<file path="src/rtl/adc_seq_pkg.sv">
// Package: shared types for the ADC channel sequencer.
// Assumes: nothing beyond IEEE 1800-2017.
package adc_seq_pkg;

    // Sequencer control states
    typedef enum logic [2:0] {
        S_IDLE      = 3'd0,
        S_SETTLE    = 3'd1,
        S_LAUNCH    = 3'd2,
        S_WAIT_BUSY = 3'd3,
        S_WAIT_DONE = 3'd4
    } seq_state_e;

endpackage

</file>
<file path="src/rtl/adc_seq_settle.sv">
// Module: adc_seq_settle
// Settle timer. It loads code*TICK_DIV on load and counts down to zero.
// expired is high while the count is zero and no load is pending.
// Assumes: load is a one-cycle request from the sequencer FSM.
module adc_seq_settle #(
    parameter int DLY_W    = 4,
    parameter int TICK_DIV = 4
) (
    input  logic             clk,
    input  logic             rst_n,
    input  logic             load,
    input  logic [DLY_W-1:0] delay_code,
    output logic             expired
);
    localparam int MAX_CNT = ((1 << DLY_W) - 1) * TICK_DIV;
    localparam int CNT_W   = (MAX_CNT > 1) ? $clog2(MAX_CNT + 1) : 1;

    logic [CNT_W-1:0] cnt;

    // Load the scaled settle time, or count down toward zero
    always_ff @(posedge clk) begin
        if (!rst_n) begin
            cnt <= '0;
        end else if (load) begin
            cnt <= CNT_W'(delay_code) * CNT_W'(TICK_DIV);
        end else if (cnt != '0) begin
            cnt <= cnt - CNT_W'(1);
        end
    end

    // Settle window has elapsed
    assign expired = (cnt == '0) && !load;

endmodule

</file>
<file path="src/rtl/adc_seq_store.sv">
// Module: adc_seq_store
// Per-channel result array with one write port and a combinational read.
// A read of a channel code outside 0..CH_PER_GRP-1 returns zero.
// Assumes: wr_grp/wr_ch are always in range when wr_en is high.
module adc_seq_store #(
    parameter int RES_W      = 10,
    parameter int NUM_GRP    = 2,
    parameter int CH_PER_GRP = 7,
    parameter int GRP_W      = 1,
    parameter int CH_W       = 3
) (
    input  logic             clk,
    input  logic             rst_n,
    input  logic             wr_en,
    input  logic [GRP_W-1:0] wr_grp,
    input  logic [CH_W-1:0]  wr_ch,
    input  logic [RES_W-1:0] wr_data,
    input  logic [GRP_W-1:0] rd_grp,
    input  logic [CH_W-1:0]  rd_ch,
    output logic [RES_W-1:0] rd_data
);
    logic [RES_W-1:0] mem [NUM_GRP][CH_PER_GRP];

    for (genvar g = 0; g < NUM_GRP; g++) begin : g_grp
        for (genvar c = 0; c < CH_PER_GRP; c++) begin : g_ch
            // Capture the converter result addressed to this slot
            always_ff @(posedge clk) begin
                if (!rst_n) begin
                    mem[g][c] <= '0;
                end else if (wr_en && wr_grp == GRP_W'(g) && wr_ch == CH_W'(c)) begin
                    mem[g][c] <= wr_data;
                end
            end
        end
    end

    // Select the stored result for the requested group and channel
    always_comb begin
        rd_data = '0;
        for (int g = 0; g < NUM_GRP; g++) begin
            for (int c = 0; c < CH_PER_GRP; c++) begin
                if (rd_grp == GRP_W'(g) && rd_ch == CH_W'(c)) begin
                    rd_data = mem[g][c];
                end
            end
        end
    end

endmodule

</file>
<file path="src/rtl/adc_seq_fsm.sv">
// Module: adc_seq_fsm
// Run sequencer. It accepts a start, walks the channels of a group (or
// one channel), settles, launches and waits out each conversion, then
// raises done and a one-cycle interrupt.
// Assumes: the converter raises busy after a start pulse and lowers it
// with valid data. Clearing cfg_enable aborts any run.
module adc_seq_fsm
    import adc_seq_pkg::*;
#(
    parameter int NUM_GRP    = 2,
    parameter int CH_PER_GRP = 7,
    parameter int GRP_W      = 1,
    parameter int CH_W       = 3
) (
    input  logic                    clk,
    input  logic                    rst_n,
    input  logic                    cfg_enable,
    input  logic                    cfg_single,
    input  logic [GRP_W-1:0]        cfg_group,
    input  logic [NUM_GRP*CH_W-1:0] cfg_chan_sel,
    input  logic                    start_req,
    input  logic                    conv_busy,
    input  logic                    settle_expired,
    output logic                    settle_load,
    output logic                    conv_start,
    output logic                    wr_en,
    output logic [GRP_W-1:0]        cur_grp,
    output logic [CH_W-1:0]         cur_ch,
    output logic                    seq_busy,
    output logic                    seq_done,
    output logic                    done_irq
);
    seq_state_e state;
    logic       run_single;
    logic [CH_W-1:0] req_ch;
    logic       grp_ok;
    logic       accept;
    logic       conv_end;
    logic       last_ch;

    // Decode the request: the channel it names and whether it is legal
    always_comb begin
        req_ch = cfg_chan_sel[int'(cfg_group)*CH_W +: CH_W];
        grp_ok = int'(cfg_group) < NUM_GRP;
        accept = (state == S_IDLE) && cfg_enable && start_req && grp_ok &&
                 (!cfg_single || int'(req_ch) < CH_PER_GRP);
    end

    // End-of-conversion and last-channel detection
    always_comb begin
        conv_end = cfg_enable && (state == S_WAIT_DONE) && !conv_busy;
        last_ch  = run_single || (cur_ch == CH_W'(CH_PER_GRP - 1));
    end

    // Main state register with the run context and completion flags
    always_ff @(posedge clk) begin
        if (!rst_n) begin
            state      <= S_IDLE;
            cur_grp    <= '0;
            cur_ch     <= '0;
            run_single <= 1'b0;
            seq_done   <= 1'b0;
            done_irq   <= 1'b0;
        end else begin
            done_irq <= 1'b0;
            if (!cfg_enable) begin
                state <= S_IDLE;
            end else begin
                unique case (state)
                    S_IDLE: begin
                        if (accept) begin
                            state      <= S_SETTLE;
                            cur_grp    <= cfg_group;
                            cur_ch     <= cfg_single ? req_ch : '0;
                            run_single <= cfg_single;
                            seq_done   <= 1'b0;
                        end
                    end
                    S_SETTLE: begin
                        if (settle_expired) state <= S_LAUNCH;
                    end
                    S_LAUNCH: begin
                        state <= S_WAIT_BUSY;
                    end
                    S_WAIT_BUSY: begin
                        if (conv_busy) state <= S_WAIT_DONE;
                    end
                    S_WAIT_DONE: begin
                        if (!conv_busy) begin
                            if (last_ch) begin
                                state    <= S_IDLE;
                                seq_done <= 1'b1;
                                done_irq <= 1'b1;
                            end else begin
                                state  <= S_SETTLE;
                                cur_ch <= cur_ch + CH_W'(1);
                            end
                        end
                    end
                    default: state <= S_IDLE;
                endcase
            end
        end
    end

    // Strobes toward the settle timer, converter and result array
    always_comb begin
        settle_load = accept || (conv_end && !last_ch);
        conv_start  = (state == S_LAUNCH);
        wr_en       = conv_end;
        seq_busy    = (state != S_IDLE);
    end

endmodule

</file>
<file path="src/rtl/adc_seq_ctrl.sv">
// Module: adc_seq_ctrl (top)
// ADC channel sequencer. It ties the run FSM, the settle timer and the
// per-channel result array together and drives the multiplexer and the
// converter handshake.
// Assumes: one converter shared by NUM_GRP groups of CH_PER_GRP inputs.
// cfg_delay stays stable during a run.
module adc_seq_ctrl #(
    parameter int RES_W      = 10,
    parameter int NUM_GRP    = 2,
    parameter int CH_PER_GRP = 7,
    parameter int DLY_W      = 4,
    parameter int TICK_DIV   = 4,
    localparam int GRP_W     = (NUM_GRP > 1) ? $clog2(NUM_GRP) : 1,
    localparam int CH_W      = $clog2(CH_PER_GRP + 1)
) (
    input  logic                    clk,
    input  logic                    rst_n,
    input  logic                    cfg_enable,
    input  logic                    cfg_single,
    input  logic [GRP_W-1:0]        cfg_group,
    input  logic [NUM_GRP*CH_W-1:0] cfg_chan_sel,
    input  logic [DLY_W-1:0]        cfg_delay,
    input  logic                    start_req,
    output logic [GRP_W-1:0]        mux_group,
    output logic [CH_W-1:0]         mux_chan,
    output logic                    conv_start,
    input  logic                    conv_busy,
    input  logic [RES_W-1:0]        conv_data,
    input  logic [GRP_W-1:0]        rd_group,
    output logic [RES_W-1:0]        rd_data,
    output logic                    seq_busy,
    output logic                    seq_done,
    output logic                    done_irq
);
    logic            settle_load;
    logic            settle_expired;
    logic            wr_en;
    logic [CH_W-1:0] rd_ch;

    adc_seq_fsm #(
        .NUM_GRP(NUM_GRP), .CH_PER_GRP(CH_PER_GRP), .GRP_W(GRP_W), .CH_W(CH_W)
    ) u_fsm (
        .clk(clk), .rst_n(rst_n),
        .cfg_enable(cfg_enable), .cfg_single(cfg_single),
        .cfg_group(cfg_group), .cfg_chan_sel(cfg_chan_sel),
        .start_req(start_req), .conv_busy(conv_busy),
        .settle_expired(settle_expired), .settle_load(settle_load),
        .conv_start(conv_start), .wr_en(wr_en),
        .cur_grp(mux_group), .cur_ch(mux_chan),
        .seq_busy(seq_busy), .seq_done(seq_done), .done_irq(done_irq)
    );

    adc_seq_settle #(.DLY_W(DLY_W), .TICK_DIV(TICK_DIV)) u_settle (
        .clk(clk), .rst_n(rst_n), .load(settle_load),
        .delay_code(cfg_delay), .expired(settle_expired)
    );

    // Readout channel comes from the select field of the readout group
    assign rd_ch = cfg_chan_sel[int'(rd_group)*CH_W +: CH_W];

    adc_seq_store #(
        .RES_W(RES_W), .NUM_GRP(NUM_GRP), .CH_PER_GRP(CH_PER_GRP),
        .GRP_W(GRP_W), .CH_W(CH_W)
    ) u_store (
        .clk(clk), .rst_n(rst_n), .wr_en(wr_en),
        .wr_grp(mux_group), .wr_ch(mux_chan), .wr_data(conv_data),
        .rd_grp(rd_group), .rd_ch(rd_ch), .rd_data(rd_data)
    );

endmodule

</file>
<file path="config.mk">
export PLATFORM = sky130hd
export DESIGN_NAME = adc_seq_ctrl
export DESIGN_NICKNAME = d
export VERILOG_FILES = /design/src/rtl/adc_seq_pkg.sv /design/src/rtl/adc_seq_settle.sv /design/src/rtl/adc_seq_store.sv /design/src/rtl/adc_seq_fsm.sv /design/src/rtl/adc_seq_ctrl.sv
export SDC_FILE = /design/constraint.sdc
export NUM_CORES = 1
export LEC_CHECK = 0
export ABC_CLOCK_PERIOD_IN_PS = 3100
export CELL_PAD_IN_SITES_DETAIL_PLACEMENT = 0
export CELL_PAD_IN_SITES_GLOBAL_PLACEMENT = 1
export CORE_AREA = 2 2 137 139
export CTS_CLUSTER_DIAMETER = 60
export DETAILED_ROUTE_END_ITERATION = 10
export DIE_AREA = 0 0 139 141
export PLACE_DENSITY_LB_ADDON = 0.1
export SYNTH_ARGS = -nofsm -noshare
export SYNTH_HDL_FRONTEND = slang
export SYNTH_HIERARCHICAL = 1
export SYNTH_SLANG_ARGS = --single-unit
</file>
<file path="constraint.sdc">
create_clock -name clk -period 3.1 [get_ports clk]
set_input_delay 0.775 -clock clk [delete_from_list [all_inputs] [get_ports clk]]
set_output_delay 0.775 -clock clk [all_outputs]
set_load 0.03 [all_outputs]
</file>
=== Word-level counts from Yosys, hierarchy flattened ===
Memories as Yosys holds them, arrays and structs flattened.
Index checks and enable logic that the tools add are counted.

* Output and inout bits: 18
* Latch bits: 0
* Logic and storage cells: 205
* Bits of input ports: 28
* Memories kept: 1
* Register bits after elaboration: 16
* Memory bits (read-only): 0
* Bits in writable memories: 140

{| class="wikitable"
|+ Memories
! name !! words !! bits a word !! rd ports !! clocked after memory_dff !! write ports !! RTL line !! text
|-
| u_store.mem || 2 || 70 || 2 || 0 || 2 || adc_seq_store.sv:22 || <nowiki>logic [RES_W-1:0] mem [NUM_GRP][CH_PER_GRP];</nowiki>
|}

* Order comparisons: 1
* Reductions and logical operators: 59
* Bitwise operators: 19
* $mul: 2
* Eq/ne operators: 22
* Muxes and demuxes: 89
* Shift operators: 2
* Divide/modulo/power cells: 0
* $add $sub $neg: 2

{| class="wikitable"
|+ Operator list
! kind !! count
|-
| $mux W10 || 28
|-
| $mux W1 || 48
|-
| $logic_and A1 B1 Y1 || 37
|-
| $shiftx A6 B32 Y3 || 1
|-
| $mux W3 || 8
|-
| $eq A3 B3 Y1 const B || 7
|-
| $eq A3 B2 Y1 const B || 6
|-
| $pmux W3 S5 || 1
|-
| $or A1 B1 Y1 || 14
|-
| $mux W6 || 2
|-
| $reduce_and A5 Y1 || 2
|-
| $eq A3 B1 Y1 const B || 3
|-
| $logic_not A3 Y1 || 3
|-
| $ne A2 B2 Y1 const B || 4
|-
| $logic_not A6 Y1 || 1
|-
| $mul A1 B2 Y3 const B || 2
|-
| $pmux W3 S2 || 1
|-
| $reduce_bool A6 Y1 || 1
|-
| $shiftx A6 B4 Y3 || 1
|-
| $sub A6 B1 Y6 const B || 1
|-
| $not A1 Y1 || 5
|-
| $logic_not A1 Y1 || 4
|-
| $ne A2 B1 Y1 const B || 2
|-
| $reduce_and A4 Y1 || 1
|-
| other kinds (10) || 13
|}

=== Longest topological paths before layout ===
* Depth after elaboration: 18
* Depth in mapped cells: 10
* Mapped depth without buffers: 10

=== Cells and area by module ===
Netlist, hierarchy kept.

{| class="wikitable"
|+ Modules (own cells, without submodules)
! module !! times used !! area an instance (um^2) !! cells each
|-
| adc_seq_store || 1 || 6,882.9 || 546
|-
| adc_seq_fsm || 1 || 700.7 || 80
|-
| adc_seq_settle || 1 || 344.1 || 41
|-
| adc_seq_ctrl || 1 || 33.8 || 3
|}

=== Worst setup path after synthesis ===
No wires, ideal clock.

* Kind: input-to-output
* Start: in rd_group
* End: out rd_data[3]
* Data required time: 2.325 ns
* Stages on the path: 8
* Data arrival time: 2.465 ns
* Path slack: -0.140 ns
* Path buffers: 3
* Cell sequence: mux2_2 buf_6 buf_8 buf_6 a2bb2oi_1 a221oi_2 nand3_1 a32oi_1

* Cells in the longest elaborated chain, start to end: 18
* Elaborated cells between the ends (all ways): 38
* Those cells by class: mul (1); eq/ne (6); shift (1); mux (14); bitwise (1); reduce/logical (15)

{| class="wikitable"
|+ RTL lines
! what !! RTL line !! text
|-
| from (decl) || adc_seq_ctrl.sv:29 || <nowiki>input logic [GRP_W-1:0] rd_group,</nowiki>
|-
| $mul A1 B2 Y3 || adc_seq_ctrl.sv:59 || <nowiki>assign rd_ch = cfg_chan_sel[int'(rd_group)*CH_W +: CH_W];</nowiki>
|-
| $shiftx A6 B4 Y3 || adc_seq_ctrl.sv:59 ||
|-
| $logic_not A3 Y1 || adc_seq_store.sv:42 || <nowiki>if (rd_grp == GRP_W'(g) && rd_ch == CH_W'(c)) begin</nowiki>
|-
| $logic_and A1 B1 Y1 || adc_seq_store.sv:42 ||
|-
| $mux W10 (13 in series) || adc_seq_store.sv:42 ||
|-
| $mux W10 * || adc_seq_store.sv:42 ||
|-
| to (decl) || adc_seq_ctrl.sv:30 || <nowiki>output logic [RES_W-1:0] rd_data,</nowiki>
|}

Every way passes the cells marked *; elsewhere a longest branch is shown, timed or not.

=== Worst setup path after layout ===
* Start: in rd_group
* End: out rd_data[6]

* Cells in the longest elaborated chain, start to end: 18
* Elaborated cells between the ends (all ways): 38
* Those cells by class: mul (1); eq/ne (6); shift (1); mux (14); bitwise (1); reduce/logical (15)

{| class="wikitable"
|+ RTL lines
! what !! RTL line !! text
|-
| $mul A1 B2 Y3 * || adc_seq_ctrl.sv:59 ||
|-
| $shiftx A6 B4 Y3 * || adc_seq_ctrl.sv:59 ||
|-
| net rd_ch[2] || adc_seq_ctrl.sv:38 || <nowiki>logic [CH_W-1:0] rd_ch;</nowiki>
|-
| $logic_not A3 Y1 || adc_seq_store.sv:42 ||
|-
| $logic_and A1 B1 Y1 || adc_seq_store.sv:42 ||
|-
| $mux W10 (13 in series) || adc_seq_store.sv:42 ||
|-
| $mux W10 * || adc_seq_store.sv:42 ||
|}

The timed path passes the listed nets; every way through them passes the cells marked *.

==> results.md <==
- Tightest Hold Check Type: reg2reg
- Final Skew: 0.00840 ns
- DR iter-0 viols: 436
- Number of synthesized register bits: 156
- Sw Share: 0.277
- Part of the power in registers: 0.438
- Gr ovfl total: 0
- Power, Total: 0.00559 W
- Final critical-path share of the clock period: 1.04
- WL per Instance: 22.6 um
- DP Wirelength: 15,700 um
- Syn Nets: 702
- EDFF count, synth: 140
- IO Pins: 46
- Slew headroom: 0.499
- # H-tree levels: 4
- WHS Endpoint: u_settle/cnt[5]
- Register area share after synthesis: 0.568
- Fillcell total: 1,551
- Routed wire length: 23,000 um
- RR Endpoint: u_store/mem[1][26]
- Setup slack after layout: -0.111 ns
- Tmin final: 3.21 ns
- TritonCTS clock tree: yes
- Drt pass-1 iters: 7
- I/O Buffers: 45
- Core area: 0.0183 sq mm
- Final hold viol count: 0
- Final ANT Viol Nets: 0
- Startpoint types: input port
- Crit. End Element: primary output
- R2R depth: 7
- Final Net Count: 804
- Placement Cell Area: 0.00898 sq mm
- Number of global-route vias before repair: 5,866
- Worst-path maximum fanout: 7
- Ratio of cells with drive above 1 in the final layout: 0.285
- Die width: 139 um
- GRT Overall Usage: 0.243
- Clock power frac: 0.383
- Via count: 5,765
- Synth top area cells: edfxtp_1, and2_1, dfxtp_1
- Initial antenna violation count: 0
- CP Cell Sequence: buf_12 -> mux2_4 -> and2b_4 -> a21oi_1 -> o22ai_1 -> a22oi_1 -> o21ai_2 -> buf_6
- Post-synth cell types: 68
- Final setup violation count: 10
- Cell Rows: 50
- Top-count cell post-synth: and2_1
- First-pass GRT wire length: 35,300 um
- Warning count from the yosys run: 6
- Commonest cells in the netlist: and2_1, edfxtp_1, o21ai_0
- # DRC: 0
- Setup CP Type: in2out
- Sink Count: 156
- Fin. max-slew vios: 0
- Clock-pin slew on the worst setup and hold paths: 0.07 ns
- Final Cell Area: 0.0101 sq mm
- Largest net degree at the start of global routing: 29
- Worst stage delay on the critical path: 0.35 ns
- Starting Density: 0.436
- RSZ-0062 raised after global routing: true
- Critical Path RT: 2.32 ns
- Peak VDD IR: 396 uV
- Die height: 141 um
- P per Cell Area: 552 mW/mm^2
- Status: complete, but fails checks
- Die area: 0.0196 sq mm
- Syn avg cell area: 11.9 sq um
- CTS Buffer Depth: 2
- Async SR Flop Fraction: 0
- CTS Buf Count: 17
- Synth-to-layout area growth: 27.2%
- Worst EP arrival: 2.44 ns
- Top FF cell, synth: edfxtp_1
- Reg-to-reg slack, setup: 0.82 ns
- Synth Instances: 670
- Final Wtd Congestion: 0.915
- Violated checks: negative setup slack
- Antenna diode count: 0
- Net switching power: 0.00155 W
- Vias/cell: 5.66
- Hold path cells: 2
- Post-synth top area share: 0.528
- P_leak: 3.82 nW
- Internal: 0.00404 W
- Reg2Reg Launch Point: u_fsm/state[2]
- Non-filler instance count after layout: 1,019
- Mapped cell area: 0.00796 sq mm
- Cell taking the most area after synthesis: edfxtp_1
- Fmax: 311 MHz
- Worst-margin pin slew: 0.748 ns
- Dpl cells: 976
- Max_cap viols: 0
- Critical-path top delay cell: mux2_4
- Clock root buffer: clkbuf_16
- Comb pwr share: 0.179
- Worst skew pair latency: 0.44 ns
- Worst hold slack: 0.506 ns
- Min-delay src: u_settle/cnt[5]
==> critical path, delay by kind of cell <==
family	cells	cell delay (ns)
compound gates	4	0.71
buf+inv	2	0.27
mux	1	0.35
simple gates	1	0.31
==> logic make-up (layout without fill, tap and decap cells) <==
family                   Yosys count  in the layout  share of synthesized area
flip-flops                       156            156                      0.568
buffers and inverters             53            166                     0.0368
AND/OR/NAND/NOR                  282            282                      0.212
AO/OA/AOI/OAI                    138            138                      0.117
XOR/XNOR                           3              3                    0.00330
multiplexers                      34             36                     0.0564
adder cells (fa/ha/maj)            4              4                    0.00629
==> power groups by stage <==
stage	sequential (W)	clock, W	combinational, W
after global routing	0.00246	0.00227	0.00107
after floorplan	0.00247	0	0.000548
after detailed placement	0.00249	0	0.000863
after CTS	0.00245	0.00217	0.000989
after global placement	0.00249	0	0.000838
final	0.00245	0.00214	0.000998
==> sequential cells by signal, indices dropped and copies added (netlist names) <==
signal and flops:
u_settle/cnt 6, u_fsm/done_irq 1, u_fsm/seq_done 1, u_fsm/state 3
u_fsm/cur_ch 3, u_store/mem 140, u_fsm/run_single 1, u_fsm/cur_grp 1
==> metrics by stage <==
stage / TNS [ns] / utilization / setup WS, ns
finish: -0.770 / 0.554 / -0.111
global route: -1.18 / 0.554 / -0.144
CTS: -0.591 / 0.552 / -0.0750
detailed placement: -9.02 / 0.492 / -0.933
global placement: -8.54 / 0.492 / -0.903
floorplan: -0.00939 / - / -0.00939
==> layer usage <==
metal	up-vias	global-route usage	wire (um)
met3	31	0.0425	932
met4	0	0.0883	586
li1	2665	-	-
met2	168	0.409	11400
met5	-	0	0
met1	2901	0.318	10100
==> worst max path at each step <==
stage                   from         end  slack, ns  cells past startpoint
floorplan           rd_group  rd_data[3]     -0.009                      8
global placement    rd_group  rd_data[5]      -0.90                      9
detailed placement  rd_group  rd_data[5]      -0.93                      9
CTS                 rd_group  rd_data[8]      -0.07                      9
global route        rd_group  rd_data[1]      -0.14                      8
finish              rd_group  rd_data[6]      -0.11                      8
==> area by class of cell <==
class	count	area, sq um	share of cell area
sequential	156	4520	0.447
clock inverter	15	180	0.0178
clock buffer	17	425	0.0420
multi-input combinational	463	3450	0.341
inverter	15	56.3	0.00556
tap	234	293	0.0289
timing repair buffer	119	1190	0.118
==> placed cells by master (no fill, tap or decap), drive strengths merged, types with 10 or more instances in the layout <==
master,instances
and2,143
edfxtp,140
buf,90
o21ai,36
nor2,29
clkdlybuf4s50,28
nand2,27
a21oi,27
inv,22
clkbuf,17
nand3,17
dfxtp,16
mux2i,16
nor2b,16
mux2,13
o22ai,12
nand2b,10
==> repair_timing <==
item / in CTS / in global routing
resized for setup: 124 / 10
gates cloned: 6 / 0
endpoints found under the setup margin: 10 / 10
pin swaps: 33 / 4
setup buffers: 5 / 1
hold buffers: 0 / 0
Note: power is estimated with default switching activity, not from simulation.
